--- config.mk ---
export PLATFORM = sky130hd
export DESIGN_NAME = hcs_out_arb
export DESIGN_NICKNAME = d
export VERILOG_FILES = /design/src/rtl/hcs_pkg.sv /design/src/rtl/hcs_rr_arb.sv /design/src/rtl/hcs_circ_sel.sv /design/src/rtl/hcs_out_arb.sv
export SDC_FILE = /design/constraint.sdc
export NUM_CORES = 1
export LEC_CHECK = 0
export CAP_MARGIN = 20
export CORE_AREA = 2 2 144 146
export DETAILED_ROUTE_END_ITERATION = 7
export DIE_AREA = 0 0 146 148
export PLACE_DENSITY = 0.66
export SYNTH_ARGS = -nofsm -noshare
export SYNTH_HDL_FRONTEND = slang
export SYNTH_SLANG_ARGS = --single-unit
--- constraint.sdc ---
create_clock -name clk -period 5.1 [get_ports clk]
set_input_delay 0.51 -clock clk [delete_from_list [all_inputs] [get_ports clk]]
set_output_delay 0.51 -clock clk [all_outputs]
set_load 0.1 [all_outputs]
--- src/rtl/hcs_pkg.sv ---
package hcs_pkg;
  typedef enum logic {
    KIND_PKT  = 1'b0,
    KIND_CIRC = 1'b1
  } flit_kind_e;
endpackage

--- src/rtl/hcs_rr_arb.sv ---
module hcs_rr_arb #(
  parameter int N  = 5,
  parameter int IW = $clog2(N)
) (
  input  logic          clk,
  input  logic          rst,
  input  logic [N-1:0]  req,
  output logic          pick_vld,
  output logic [IW-1:0] pick_idx
);
  logic [IW-1:0] ptr_q;

  always_comb begin
    pick_vld = 1'b0;
    pick_idx = '0;
    for (int k = 0; k < N; k++) begin
      int c;
      c = int'(ptr_q) + k;
      if (c >= N) c = c - N;
      if (!pick_vld && req[c]) begin
        pick_vld = 1'b1;
        pick_idx = IW'(c);
      end
    end
  end

  always_ff @(posedge clk) begin
    if (rst) begin
      ptr_q <= '0;
    end else if (pick_vld) begin
      ptr_q <= (pick_idx == IW'(N - 1)) ? '0 : pick_idx + 1'b1;
    end
  end
endmodule

--- src/rtl/hcs_circ_sel.sv ---
module hcs_circ_sel #(
  parameter int N  = 5,
  parameter int W  = 32,
  parameter int IW = $clog2(N)
) (
  input  logic           map_en,
  input  logic [IW-1:0]  map_src,
  input  logic [N-1:0]   circ_vld,
  input  logic [N*W-1:0] circ_data,
  output logic           hit,
  output logic [W-1:0]   hit_data
);
  logic [W-1:0] lane [N];

  for (genvar g = 0; g < N; g++) begin : g_lane
    assign lane[g] = circ_data[g*W +: W];
  end

  always_comb begin
    hit      = 1'b0;
    hit_data = '0;
    if (map_en && int'(map_src) < N) begin
      hit      = circ_vld[map_src];
      hit_data = lane[map_src];
    end
  end
endmodule

--- src/rtl/hcs_out_arb.sv ---
module hcs_out_arb
  import hcs_pkg::*;
#(
  parameter int N  = 5,
  parameter int W  = 32,
  localparam int IW = $clog2(N)
) (
  input  logic           clk,
  input  logic           rst,
  input  logic           map_en,
  input  logic [IW-1:0]  map_src,
  input  logic [N-1:0]   circ_vld,
  input  logic [N*W-1:0] circ_data,
  input  logic [N-1:0]   pkt_req,
  input  logic [N*W-1:0] pkt_data,
  output logic [N-1:0]   pkt_sent,
  output logic           pkt_cancel,
  output logic           link_vld,
  output logic           link_circ,
  output logic [W-1:0]   link_data
);
  logic          hit;
  logic [W-1:0]  hit_data;
  logic          gnt_vld_q;
  logic [IW-1:0] gnt_idx_q;
  logic          sending;
  logic [N-1:0]  arb_req;
  logic          pick_vld;
  logic [IW-1:0] pick_idx;
  logic [W-1:0]  pkt_lane [N];

  for (genvar g = 0; g < N; g++) begin : g_pkt_lane
    assign pkt_lane[g] = pkt_data[g*W +: W];
  end

  hcs_circ_sel #(.N(N), .W(W), .IW(IW)) circ_sel_i (
    .map_en   (map_en),
    .map_src  (map_src),
    .circ_vld (circ_vld),
    .circ_data(circ_data),
    .hit      (hit),
    .hit_data (hit_data)
  );

  // Traversal stage: a pending grant goes out only on a circuit-free cycle.
  assign sending    = gnt_vld_q && !hit;
  assign pkt_cancel = gnt_vld_q && hit;

  always_comb begin
    pkt_sent = '0;
    if (sending) pkt_sent[gnt_idx_q] = 1'b1;
  end

  // Allocation stage: the input leaving this cycle must not be regranted.
  assign arb_req = pkt_req & ~pkt_sent;

  hcs_rr_arb #(.N(N), .IW(IW)) rr_i (
    .clk     (clk),
    .rst     (rst),
    .req     (arb_req),
    .pick_vld(pick_vld),
    .pick_idx(pick_idx)
  );

  always_ff @(posedge clk) begin
    if (rst) begin
      gnt_vld_q <= 1'b0;
      gnt_idx_q <= '0;
    end else begin
      gnt_vld_q <= pick_vld;
      gnt_idx_q <= pick_idx;
    end
  end

  always_ff @(posedge clk) begin
    if (rst) begin
      link_vld  <= 1'b0;
      link_circ <= KIND_PKT;
      link_data <= '0;
    end else if (hit) begin
      link_vld  <= 1'b1;
      link_circ <= KIND_CIRC;
      link_data <= hit_data;
    end else if (sending) begin
      link_vld  <= 1'b1;
      link_circ <= KIND_PKT;
      link_data <= pkt_lane[gnt_idx_q];
    end else begin
      link_vld  <= 1'b0;
      link_circ <= KIND_PKT;
      link_data <= '0;
    end
  end
endmodule

# --- Word-level counts from Yosys, hierarchy flattened ---
# Index checks and enable logic that the tools add are counted.
word_totals:
  reg_bits: 41
  latch_bits: 0
  mem_bits_rw: 0
  rom_bits: 0
  input_bits: 336
  out_inout_bits: 40
  word_cells: 99
  n_memories: 0
op_classes:
  add_sub_neg: 10
  multipliers: 0
  div: 0
  order_cmp: 16
  eq_ne: 1
  n_shift: 0
  mux: 49
  bitwise: 4
  reduce_logical: 13
ops:
  columns: ["cell", "count"]
  rows:
  - ["two-way mux 32 bit", 12]
  - ["binary-select mux 32 bit (select 3 bit)", 2]
  - ["less-than comparator 32 x 5 -> 1 bit (second input constant)", 5]
  - [">= comparator 32 x 4 -> 1 bit (second input constant)", 4]
  - ["subtractor 32 x 4 -> 32 bit (second input constant)", 4]
  - ["two-way mux 1 bit", 21]
  - ["binary-select mux 1 bit (select 3 bit)", 6]
  - ["two-way mux 3 bit", 6]
  - ["adder 3 x 2 -> 4 bit (second input constant)", 2]
  - [">= comparator 4 bit (second input constant)", 2]
  - ["logical AND 1 bit", 8]
  - ["less-than comparator 3 x 4 -> 1 bit (second input constant)", 2]
  - ["NOT 3 -> 4 bit", 2]
  - ["bitwise AND 5 bit", 1]
  - ["zero test 1 bit", 5]
  - ["two-way mux 5 bit", 1]
  - ["NOT 5 bit", 1]
  - ["adder 3 x 1 -> 4 bit (second input constant)", 1]
  - ["adder 3 x 3 -> 4 bit (second input constant)", 1]
  - ["subtractor 3 x 3 -> 4 bit (second input constant)", 1]
  - ["adder 3 x 1 -> 3 bit (second input constant)", 1]
  - ["demux 1 bit (select 3 bit)", 1]
  - ["== test 3 bit (second input constant)", 1]
  - [">= comparator 3 x 1 -> 1 bit (second input constant)", 1]
  - ["2 further kinds", 2]

# --- Depth between registers and ports, before layout ---
# Gate-level depths: netlist of run 1.
depth:
  depth_word: 26
  mapped_depth: 18
  mapped_depth_nobuf: 16

# --- By module ---
# Synthesis of run 1 repeated with hierarchy kept, for this count alone.
hier_totals:
  cells_unflattened: 570
  area_unflattened_um2: 5486.5
modules_own_cells:
  columns: ["mod", "instances", "cells_per_inst", "area_each_um2", "seq_area_each_um2"]
  rows:
  - ["hcs_out_arb", 1, 253, 2748.9, 760.7]
  - ["hcs_circ_sel", 1, 159, 1421.4, 0.0]
  - ["hcs_rr_arb", 1, 158, 1316.3, 60.1]

# --- Least setup slack after synthesis of run 1 ---
# No wires, ideal clock.
synth_path:
  path_kind: "input to output"
  start: "input map_src[0]"
  end: "output pkt_sent[0]"
  arrival_ns: 4.085
  t_required_ns: 4.590
  path_slack_ns: 0.505
  path_stages: 6
  path_buffers: 1
  path_cell_list: "buf_6 > mux2i_2 > a22oi_2 > nand2_1 > nand2_1 > nor4_1"
synth_via:
  elab_chain_cells: 6
  elab_cells_between_ends: 8
  cone_classes: "1 x order compare; 4 x mux; 3 x reduce/logical"
synth_rtl:
  columns: ["item", "line_no", "rtl"]
  rows:
  - ["start: declaration", "hcs_out_arb.sv:11", "input logic [IW-1:0] map_src,"]
  - ["binary-select mux 1 bit (select 3 bit) / less-than comparator 3 bit (equally long branches)", "hcs_circ_sel.sv:23, hcs_circ_sel.sv:22", null]
  - ["two-way mux 1 bit (not written as such) / logical AND 1 bit (equally long branches)", "hcs_circ_sel.sv:23, hcs_circ_sel.sv:22", null]
  - ["two-way mux 1 bit (*)", "hcs_circ_sel.sv:22", "if (map_en && int'(map_src) < N) begin"]
  - ["zero test 1 bit (*)", "hcs_out_arb.sv:46", "assign sending = gnt_vld_q && !hit;"]
  - ["logical AND 1 bit (*)", "hcs_out_arb.sv:46", null]
  - ["two-way mux 5 bit (*)", "hcs_out_arb.sv:51", "if (sending) pkt_sent[gnt_idx_q] = 1'b1;"]
  - ["end: declaration", "hcs_out_arb.sv:16", "output logic [N-1:0] pkt_sent,"]
# Mark *: on every way between the ends. The rest lies on a longest branch, timed or not. The select of a mux whose other input is x is not followed.

# --- Worst setup path in the final report of run 1 ---
layout_path:
  start: "input map_src[2]"
  end: "register rr_i.ptr_q[1]"
layout_via:
  elab_chain_cells: 26
  elab_cells_between_ends: 46
  cone_classes: "1 x add/sub; 1 x order compare; 1 x eq/ne; 30 x mux; 2 x bitwise; 11 x reduce/logical"
layout_rtl:
  columns: ["item", "line_no", "rtl"]
  rows:
  - ["binary-select mux 1 bit (select 3 bit) / less-than comparator 3 bit (equally long branches)", "hcs_circ_sel.sv:23, hcs_circ_sel.sv:22", null]
  - ["two-way mux 1 bit (not written as such) / logical AND 1 bit (equally long branches)", "hcs_circ_sel.sv:23, hcs_circ_sel.sv:22", null]
  - ["two-way mux 1 bit (*)", "hcs_circ_sel.sv:22", null]
  - ["zero test 1 bit (*)", "hcs_out_arb.sv:46", null]
  - ["logical AND 1 bit (*)", "hcs_out_arb.sv:46", null]
  - ["two-way mux 5 bit (*)", "hcs_out_arb.sv:51", null]
  - ["NOT 5 bit (*)", "hcs_out_arb.sv:55", "assign arb_req = pkt_req & ~pkt_sent;"]
  - ["bitwise AND 5 bit (*)", "hcs_out_arb.sv:55", null]
  - ["(+11 left out)", null, null]
  - ["logical AND 1 bit", "hcs_rr_arb.sv:20", "if (!pick_vld && req[c]) begin"]
  - ["two-way mux 1 bit", "hcs_rr_arb.sv:20", null]
  - ["zero test 1 bit", "hcs_rr_arb.sv:20", null]
  - ["logical AND 1 bit", "hcs_rr_arb.sv:20", null]
  - ["two-way mux 3 bit (*)", "hcs_rr_arb.sv:20", null]
  - ["named net pick_idx[0]", "hcs_out_arb.sv:29", "logic [IW-1:0] pick_idx;"]
  - ["adder 3 x 1 -> 3 bit / == test 3 bit (equally long branches)", "hcs_rr_arb.sv:31", "ptr_q <= (pick_idx == IW'(N - 1)) ? '0 : pick_idx + 1'b1;"]
  - ["two-way mux 3 bit (*)", "hcs_rr_arb.sv:31", null]
  - ["end signal: assignment", "hcs_rr_arb.sv:31", null]
  - ["end: declaration", "hcs_rr_arb.sv:11", "logic [IW-1:0] ptr_q;"]
# The timed path passes the listed nets; every way through them passes the cells marked *. The select of a mux whose other input is x is not followed.
# A chain may end at the register's enable or synchronous reset.

==> results.md, run 1 <==
* Gate power share at 76.5%
* Worst reg-to-reg setup slack at 1.30 ns
* Row Count at 52
* Critical path peak fanout at 36
* Setup Skew at 0.00863 ns
* Die height at 148 um
* Hold Crit Class: reg2reg
* Buffer count from post-CTS setup fixing at 0
* CP Launch Type: input pin
* Max-slew headroom at 29.5%
* Largest net degree at the start of global routing at 66
* CTS tree: built
* Ys flop type: dfxtp_1
* Post-synth top area share at 15.5%
* Clk slew on worst S/H paths at 0.07 ns
* Switching Share at 52.4%
* Cts bufs inserted at 5
* Area after DPL at 9270 um^2
* R2R cell count at 17
* Synth Warn # at 0
* Pint at 1.77 mW
* Area grow syn2layout at 78.1%
* Fraction of layout cells with a size suffix above 1 at 9.90%
* Core Box Area at 20000 um^2
* Routability Congestion at 0.878
* Pwr per Cell Area at 393 nW/um^2
* Req. time, crit path at 5.26 ns
* Post-synth ARST share at 0%
* Routed Wire Length at 28.4 mm
* DRT antenna net count at 0
* Vias in the first global route at 6646
* Sw Pwr at 1.95 mW
* Pins Over Slew Limit at 0
* Critical path, cell by cell: clkdlybuf4s50_1 > inv_2 > o21ai_1 > o21ai_2 > inv_2 > a22o_2 > o31ai_4 > buf_4 > a211o_1 > a21oi_1 > o32a_1 > nor2_1 > ha_1 > mux2i_1 > nor2_1
* Hold-fix buffers at CTS at 0
* Clk_lat worst skew at 0.30 ns
* Cells after DPL at 1252
* Initial antenna violation count at 7
* MaxCap Viol Count at 0
* RSZ-0062 raised after global routing: false
* DR WL/cell at 22.4 um
* CP max stage cell: inv_2
* Vias at 6766
* Critical path data arrival time at 3.99 ns
* Setup slack at placement at 0.964 ns
* Max stage delay on crit path at 0.54 ns
* Seq pwr share at 12.7%
* Leakage Power at 3.53 nW
* Final count of hold timing violations at 0
* IO Pins at 376
* Crit. Startpoint: map_src[2]
* Post-route DRC at 0
* Sequential area share after synthesis at 15.5%
* Top cell type by total area after synthesis: dfxtp_1
* Fin crit share at 75.3%
* Min-Delay Path Depth at 3
* CTS resizes at 0
* Clock network power share at 10.8%
* Port Buf Inserts at 375
* Syn Area/Cell at 8.12 um^2
* Worst vdd ir at 0.000229 V
* Fmax at 261 MHz
* Net Count, Synth at 1001
* CTS Sinks at 41
* Router iterations before antenna repair at 5
* R2R Path Start: rr_i.ptr_q[1]$_SDFFE_PP0P_
* Kind of critical path: in2reg
* Initial DRC count at 397
* Synth cell types at 71
* Fin nets at 1336
* Total global-route track usage at 25.1%
* Min-Delay Startpoint: rr_i.ptr_q[2]$_SDFFE_PP0P_
* Hold Crit Endpoint: rr_i.ptr_q[2]$_SDFFE_PP0P_
* Final instance area at 9450 um^2
* Total power at 3.72 mW
* Die footprint at 21600 um^2
* Clock buffer depth at 2
* Final cell count without fillers at 1266
* Synth Cell Area at 5310 um^2
* Post-synth EDFFs at 0
* CTS root buf: clkbuf_16
* Worst-Margin Slew at 1.05 ns
* Setup TNS at 0 ns
* Final setup violation count at 0
* Cells after Synth at 654
* Status: completed
* Worst R2R End: rr_i.ptr_q[1]$_SDFFE_PP0P_
* First-pass GRT wire length at 41.8 mm
* Vias/cell at 5.34
* Final worst slack at 1.26 ns
* Critical Path Sink Type: flop
* Starting Density at 26.5%
* #FFs+latches synth at 41
* Area contributors post-synth: dfxtp_1 15%, mux4_2 14%, mux2i_1 11%, a21oi_1 9.2%, a22o_1 5.3%
* H-tree levels at 2
* Grt ovf at 0
* Die width at 146 um
* DP HPWL at 22.2 mm
* Min Tclk post-route at 3.84 ns
worst max-delay path, delay by kind of cell:
kind / cells / cell delay, ns
compound gates: 7 / 1.65
buf+inv: 4 / 1.28
fa+ha+maj: 1 / 0.23
simple gates: 2 / 0.16
mux: 1 / 0.13
registers in the layout (all words and copies together), names as in the netlist:
register    count
rr_i.ptr_q      3
gnt_idx_q       3
link_data      32
link_vld        1
link_circ       1
gnt_vld_q       1
cell families (layout without fill, tap and decap cells):
logic type / Yosys count / after routing / synth area share (%)
other: 0 / 6 / 0
adder cells (fa/ha/maj): 11 / 11 / 2.73
buffers and inverters: 79 / 415 / 5.96
flip-flops: 41 / 41 / 15.5
multiplexers: 94 / 94 / 25.6
AO/OA/AOI/OAI: 250 / 250 / 31.8
XOR/XNOR: 5 / 5 / 0.825
AND/OR/NAND/NOR: 174 / 174 / 17.6
stage by stage:
| step | utilization [%] | hold slack (ns) |
|---|---|---|
| 2_1_floorplan | - | 0.582 |
| 3_3_place_gp | 46.2 | 0.696 |
| 3_5_place_dp | 46.2 | 0.705 |
| 4_1_cts | 47.1 | 0.715 |
| 5_1_grt | 47.2 | 0.753 |
| 6_report | 47.2 | 0.710 |
power by group through the flow:
| stage | Clock, mW | Sequential, mW | Combinational, mW |
|---|---|---|---|
| 2_1_floorplan | 0 | 0.870 | 1.57 |
| 3_3_place_gp | 0 | 0.475 | 2.84 |
| 3_5_place_dp | 0 | 0.478 | 2.83 |
| 4_1_cts | 0.410 | 0.471 | 2.84 |
| 5_1_grt | 0.418 | 0.482 | 3.06 |
| 6_report | 0.402 | 0.470 | 2.84 |
routing by layer:
layer,track usage [%],part of all wire [%]
met1,31.6,41
met2,42.9,50
met3,5.80,7.4
met4,7.52,2.3
met5,0,0.028
cell type report:
class | instances | area [um^2]
repair buffers | 393 | 3860
flip-flops and latches | 41 | 827
inverters | 14 | 52.6
fillers | 1979 | 10600
diodes | 6 | 15.0
clock inverters | 3 | 46.3
multi-input cells | 534 | 4190
clock buffers | 5 | 125
well taps | 270 | 338
how the worst max path moves through the flow:
| stage | to | slack [ns] | depth (start not counted) |
|---|---|---|---|
| 6_report | rr_i.ptr_q[1]$_SDFFE_PP0P_ | 1.26 | 15 |
| 5_1_grt | rr_i.ptr_q[1]$_SDFFE_PP0P_ | 0.89 | 15 |
| 4_1_cts | rr_i.ptr_q[1]$_SDFFE_PP0P_ | 1.28 | 15 |
| 3_5_place_dp | rr_i.ptr_q[1]$_SDFFE_PP0P_ | 0.96 | 15 |
| 3_3_place_gp | rr_i.ptr_q[1]$_SDFFE_PP0P_ | 1.06 | 15 |
| 2_1_floorplan | pkt_sent[0] | 0.50 | 6 |
cell usage after synthesis (all sizes together) (5+ instances only):
master,number
mux2i,60
nor2b,19
nand3,8
ha,10
xnor2,5
buf,17
and3,33
nand2b,7
a22o,33
a21boi,24
nand3b,5
inv,14
clkbuf,48
mux4,33
nor3,13
nand2,18
nor2,49
o21ai,10
o31ai,6
or3,5
a21oi,99
dfxtp,41
o22ai,37
cell usage in the layout, fill, tap and decap left out, types with 6 or more instances in the layout:
cell type,netlist,final
clkdlybuf4s50_1,0,367
mux4_2,33,33
o22ai_1,37,37
nor2_1,49,47
ha_1,10,10
nor3_1,13,12
nor2b_1,19,18
nand2b_1,7,7
buf_4,2,23
and3_1,33,33
diode_2,0,6
inv_1,10,10
nand3_1,8,8
dfxtp_1,41,38
mux2i_1,59,59
o21ai_0,7,7
a21oi_1,98,98
a21boi_0,24,24
a22o_1,32,32
nand2_1,18,18
(Power assumes the default switching activity.)
==> run 2, diff against run 1 <==
- CORE_AREA: 2 2 144 146 -> 2 2 146 148
- DIE_AREA: 0 0 146 148 -> 0 0 148 150
- PLACE_DENSITY: 0.66 -> 0.67
- clock period: 5.1 -> 3.1 ns (I/O delays scaled with it)
==> run 2 against run 1 <==
  * The run now ends with negative setup slack left
  * Register-to-register slack got worse by 1.4 ns
  * Combinational power rose by 110%
  * Sequential power rose by 61%
  * Via count rose by 5.4%
  * Wire length rose by 7.8%
  * Largest power group unchanged
==> results.md, run 2 (synthesized netlist as in run 1, its figures left out) <==
* Worst reg-to-reg setup slack at -0.11 ns (-1.41 ns)
* Routed Wire Length at 30.6 mm (+7.8%)
* Routability Congestion at 0.898 (+2.3%)
* Starting Density at 25.7% (-0.83 points)
* Hold_ws at 0.626 ns (-0.0840 ns)
* Final worst slack at -0.106 ns (-1.37 ns)
* Most flops, register: link_data
* Min Tclk post-route at 3.21 ns
* Die width at 148 um (+1.4%)
* RSZ-0062 raised after global routing: true
* Die height at 150 um (+1.4%)
* Fraction of layout cells with a size suffix above 1 at 22.2% (+12 points)
* Hold Crit Class: in2reg
* Post-route DRC at 0 (unchanged)
* Setup Skew at 0.00457 ns (-0.00406 ns)
* Setup TNS at -0.106 ns (-0.106 ns)
* Register Area at 833 um^2 (+0.76%)
* Fmax at 312 MHz
* Clk slew on worst S/H paths at 0.08 ns (about the same)
* Pwr per Cell Area at 697 nW/um^2 (+77%)
* Vias at 7132 (+5.4%)
* Fin crit share at 103%
* Met2 Use GR at 44.7% (+1.8 points)
* Met3 usage at 7.93% (+2.1 points)
* IO Pins at 376 (unchanged)
* CTS Sinks at 41 (unchanged)
* Most frequent cells in the layout: 365 x clkdlybuf4s50_1, 100 x buf_4, 95 x a21oi_1
* Req. time, crit path at 3.25 ns (-2.01 ns)
* Pins Over Slew Limit at 0 (unchanged)
* Critical path data arrival time at 3.36 ns (-0.63 ns)
* Largest register FFs at 32 (unchanged)
* Commonest non-fill, non-tap cell in the layout: clkdlybuf4s50_1
* Fin nets at 1422 (+6.4%)
* Met1 GRT Util at 31.3% (-0.29 points)
* H-tree levels at 2 (unchanged)
* Total global-route track usage at 26.0% (+0.89 points)
* Largest net degree at the start of global routing at 64 (-3.0%)
* Setup slack at placement at -0.369 ns (-1.33 ns)
* Clk_lat worst skew at 0.30 ns (about the same)
* Min-Delay Path Depth at 2 (-1)
* Critical path peak fanout at 5 (-86%)
* CTS root buf: clkbuf_16
* Initial DRC count at 291 (-27%)
* CP Launch Type: flop
* DP HPWL at 24.0 mm (+8.1%)
* MaxCap Viol Count at 0 (unchanged)
* Vias in the first global route at 7108 (+7.0%)
* Max-slew headroom at 31.9% (+2.4 points)
* Final count of hold timing violations at 0 (unchanged)
* Grt ovf at 0 (unchanged)
* Clock buffer depth at 2 (unchanged)
* Multi-input combinational cell area at 4520 um^2 (+7.8%)
* Router iterations before antenna repair at 4 (-1)
* DRT antenna net count at 0 (unchanged)
* Total power at 7.37 mW (+98%)
* Fillers at 2003 (+1.2%)
* CTS tree: built
* Port Buf Inserts at 375 (unchanged)
* Initial antenna violation count at 9 (+2)
* Die footprint at 22200 um^2 (+2.7%)
* Worst-Margin Slew at 1.02 ns (-0.0358 ns)
* Final cell count without fillers at 1356 (+7.1%)
* Worst vdd ir at 0.000470 V (+110%)
* Kind of critical path: reg2reg
* Area grow syn2layout at 99.0%
* Cells after DPL at 1329 (+6.2%)
* Hold-fix buffers at CTS at 0 (unchanged)
* Failing checks: negative setup slack
* Vias/cell at 5.26 (-1.6%)
* Leakage Power at 4.06 nW (+15%)
* Final setup violation count at 1 (+1)
* First-pass GRT wire length at 43.5 mm (+3.9%)
* Cts bufs inserted at 5 (unchanged)
* Critical Path Sink Type: flop
* Row Count at 53 (+1.9%)
* Status: finished, violations left
* R2R cell count at 19 (+2)
* Core Box Area at 20700 um^2 (+3.2%)
* Grt peak-use layer: met2
* DR WL/cell at 22.6 um (+0.69%)
* Biggest regs: link_data x32, gnt_idx_q x3, rr_i.ptr_q x3
-- run 2: cell count changes in the layout (fill, tap and decap cells not counted), moves of 4 or more --
cell | before | now
buf_4 | 23 | 100
ha_1 | 10 | 2
buf_12 | 0 | 7
inv_1 | 10 | 5
buf_6 | 0 | 4
ha_2 | 0 | 4
ha_4 | 0 | 4
o21ai_0 | 7 | 3
o21ai_1 | 2 | 6
-- run 2: final timing paths --
path / start / end
max: rr_i.ptr_q[1]$_SDFFE_PP0P_ / rr_i.ptr_q[1]$_SDFFE_PP0P_
min: rst / link_data[22]$_SDFF_PP0_
max reg2reg: rr_i.ptr_q[1]$_SDFFE_PP0P_ / rr_i.ptr_q[1]$_SDFFE_PP0P_
min reg2reg: rr_i.ptr_q[2]$_SDFFE_PP0P_ / rr_i.ptr_q[2]$_SDFFE_PP0P_
-- run 2: worst max-delay path, cell delays in order (launching register included) --
cell,delay [ns]
dfxtp_4,0.41
inv_4,0.06
buf_4,0.17
ha_4,0.27
nor2b_4,0.13
nor2_1,0.06
buf_4,0.15
buf_4,0.13
o32ai_2,0.10
a211oi_2,0.08
o211a_1,0.14
buf_4,0.14
nor4_4,0.28
buf_4,0.16
inv_2,0.05
a211oi_2,0.19
nor2_1,0.08
ha_2,0.26
mux2i_1,0.14
nor2_1,0.06
-- run 2: final cells by class --
cell class,instances,share of cell area (%)
antenna,5,0.118
clock buffer,5,1.18
clock inverter,3,0.651
inverter,14,0.569
multi-input combinational,534,42.7
sequential,41,7.89
tap,275,3.26
timing repair buffer,479,43.6
-- run 2: timing repair --
| item | 4_1_cts | 5_1_grt |
|---|---|---|
| buffers inserted | 4 | 11 |
| setup endpoints to repair | 6 | 6 |
| resized for setup | 29 | 40 |
| pin swaps | 8 | 17 |
-- run 2: routing by layer --
layer	part of all wire (%)	wire, um
met4	2.6	799
met3	8.1	2460
met5	0.22	68
met1	41	12400
met2	49	14800
-- run 2: through the flow --
| stage | area [um^2] | util [%] |
|---|---|---|
| after floorplan | 5380 | - |
| after global placement | 9960 | 48.1 |
| after detailed placement | 9960 | 48.1 |
| after CTS | 10300 | 49.8 |
| after global routing | 10600 | 51.0 |
| final | 10600 | 51.1 |
-- run 2: report_power, final --
part	leakage [nW]	switching (mW)	total, mW	internal, mW
clock	0.0944	0.292	0.759	0.467
combinational	3.62	3.24	5.85	2.61
sequential	0.340	0.0900	0.759	0.669
==> run 3, diff against run 2 <==
- SLEW_MARGIN: not set -> 20
==> results of run 3 <==
Same layout as run 2: the final DEF is identical, and so are final timing and power.
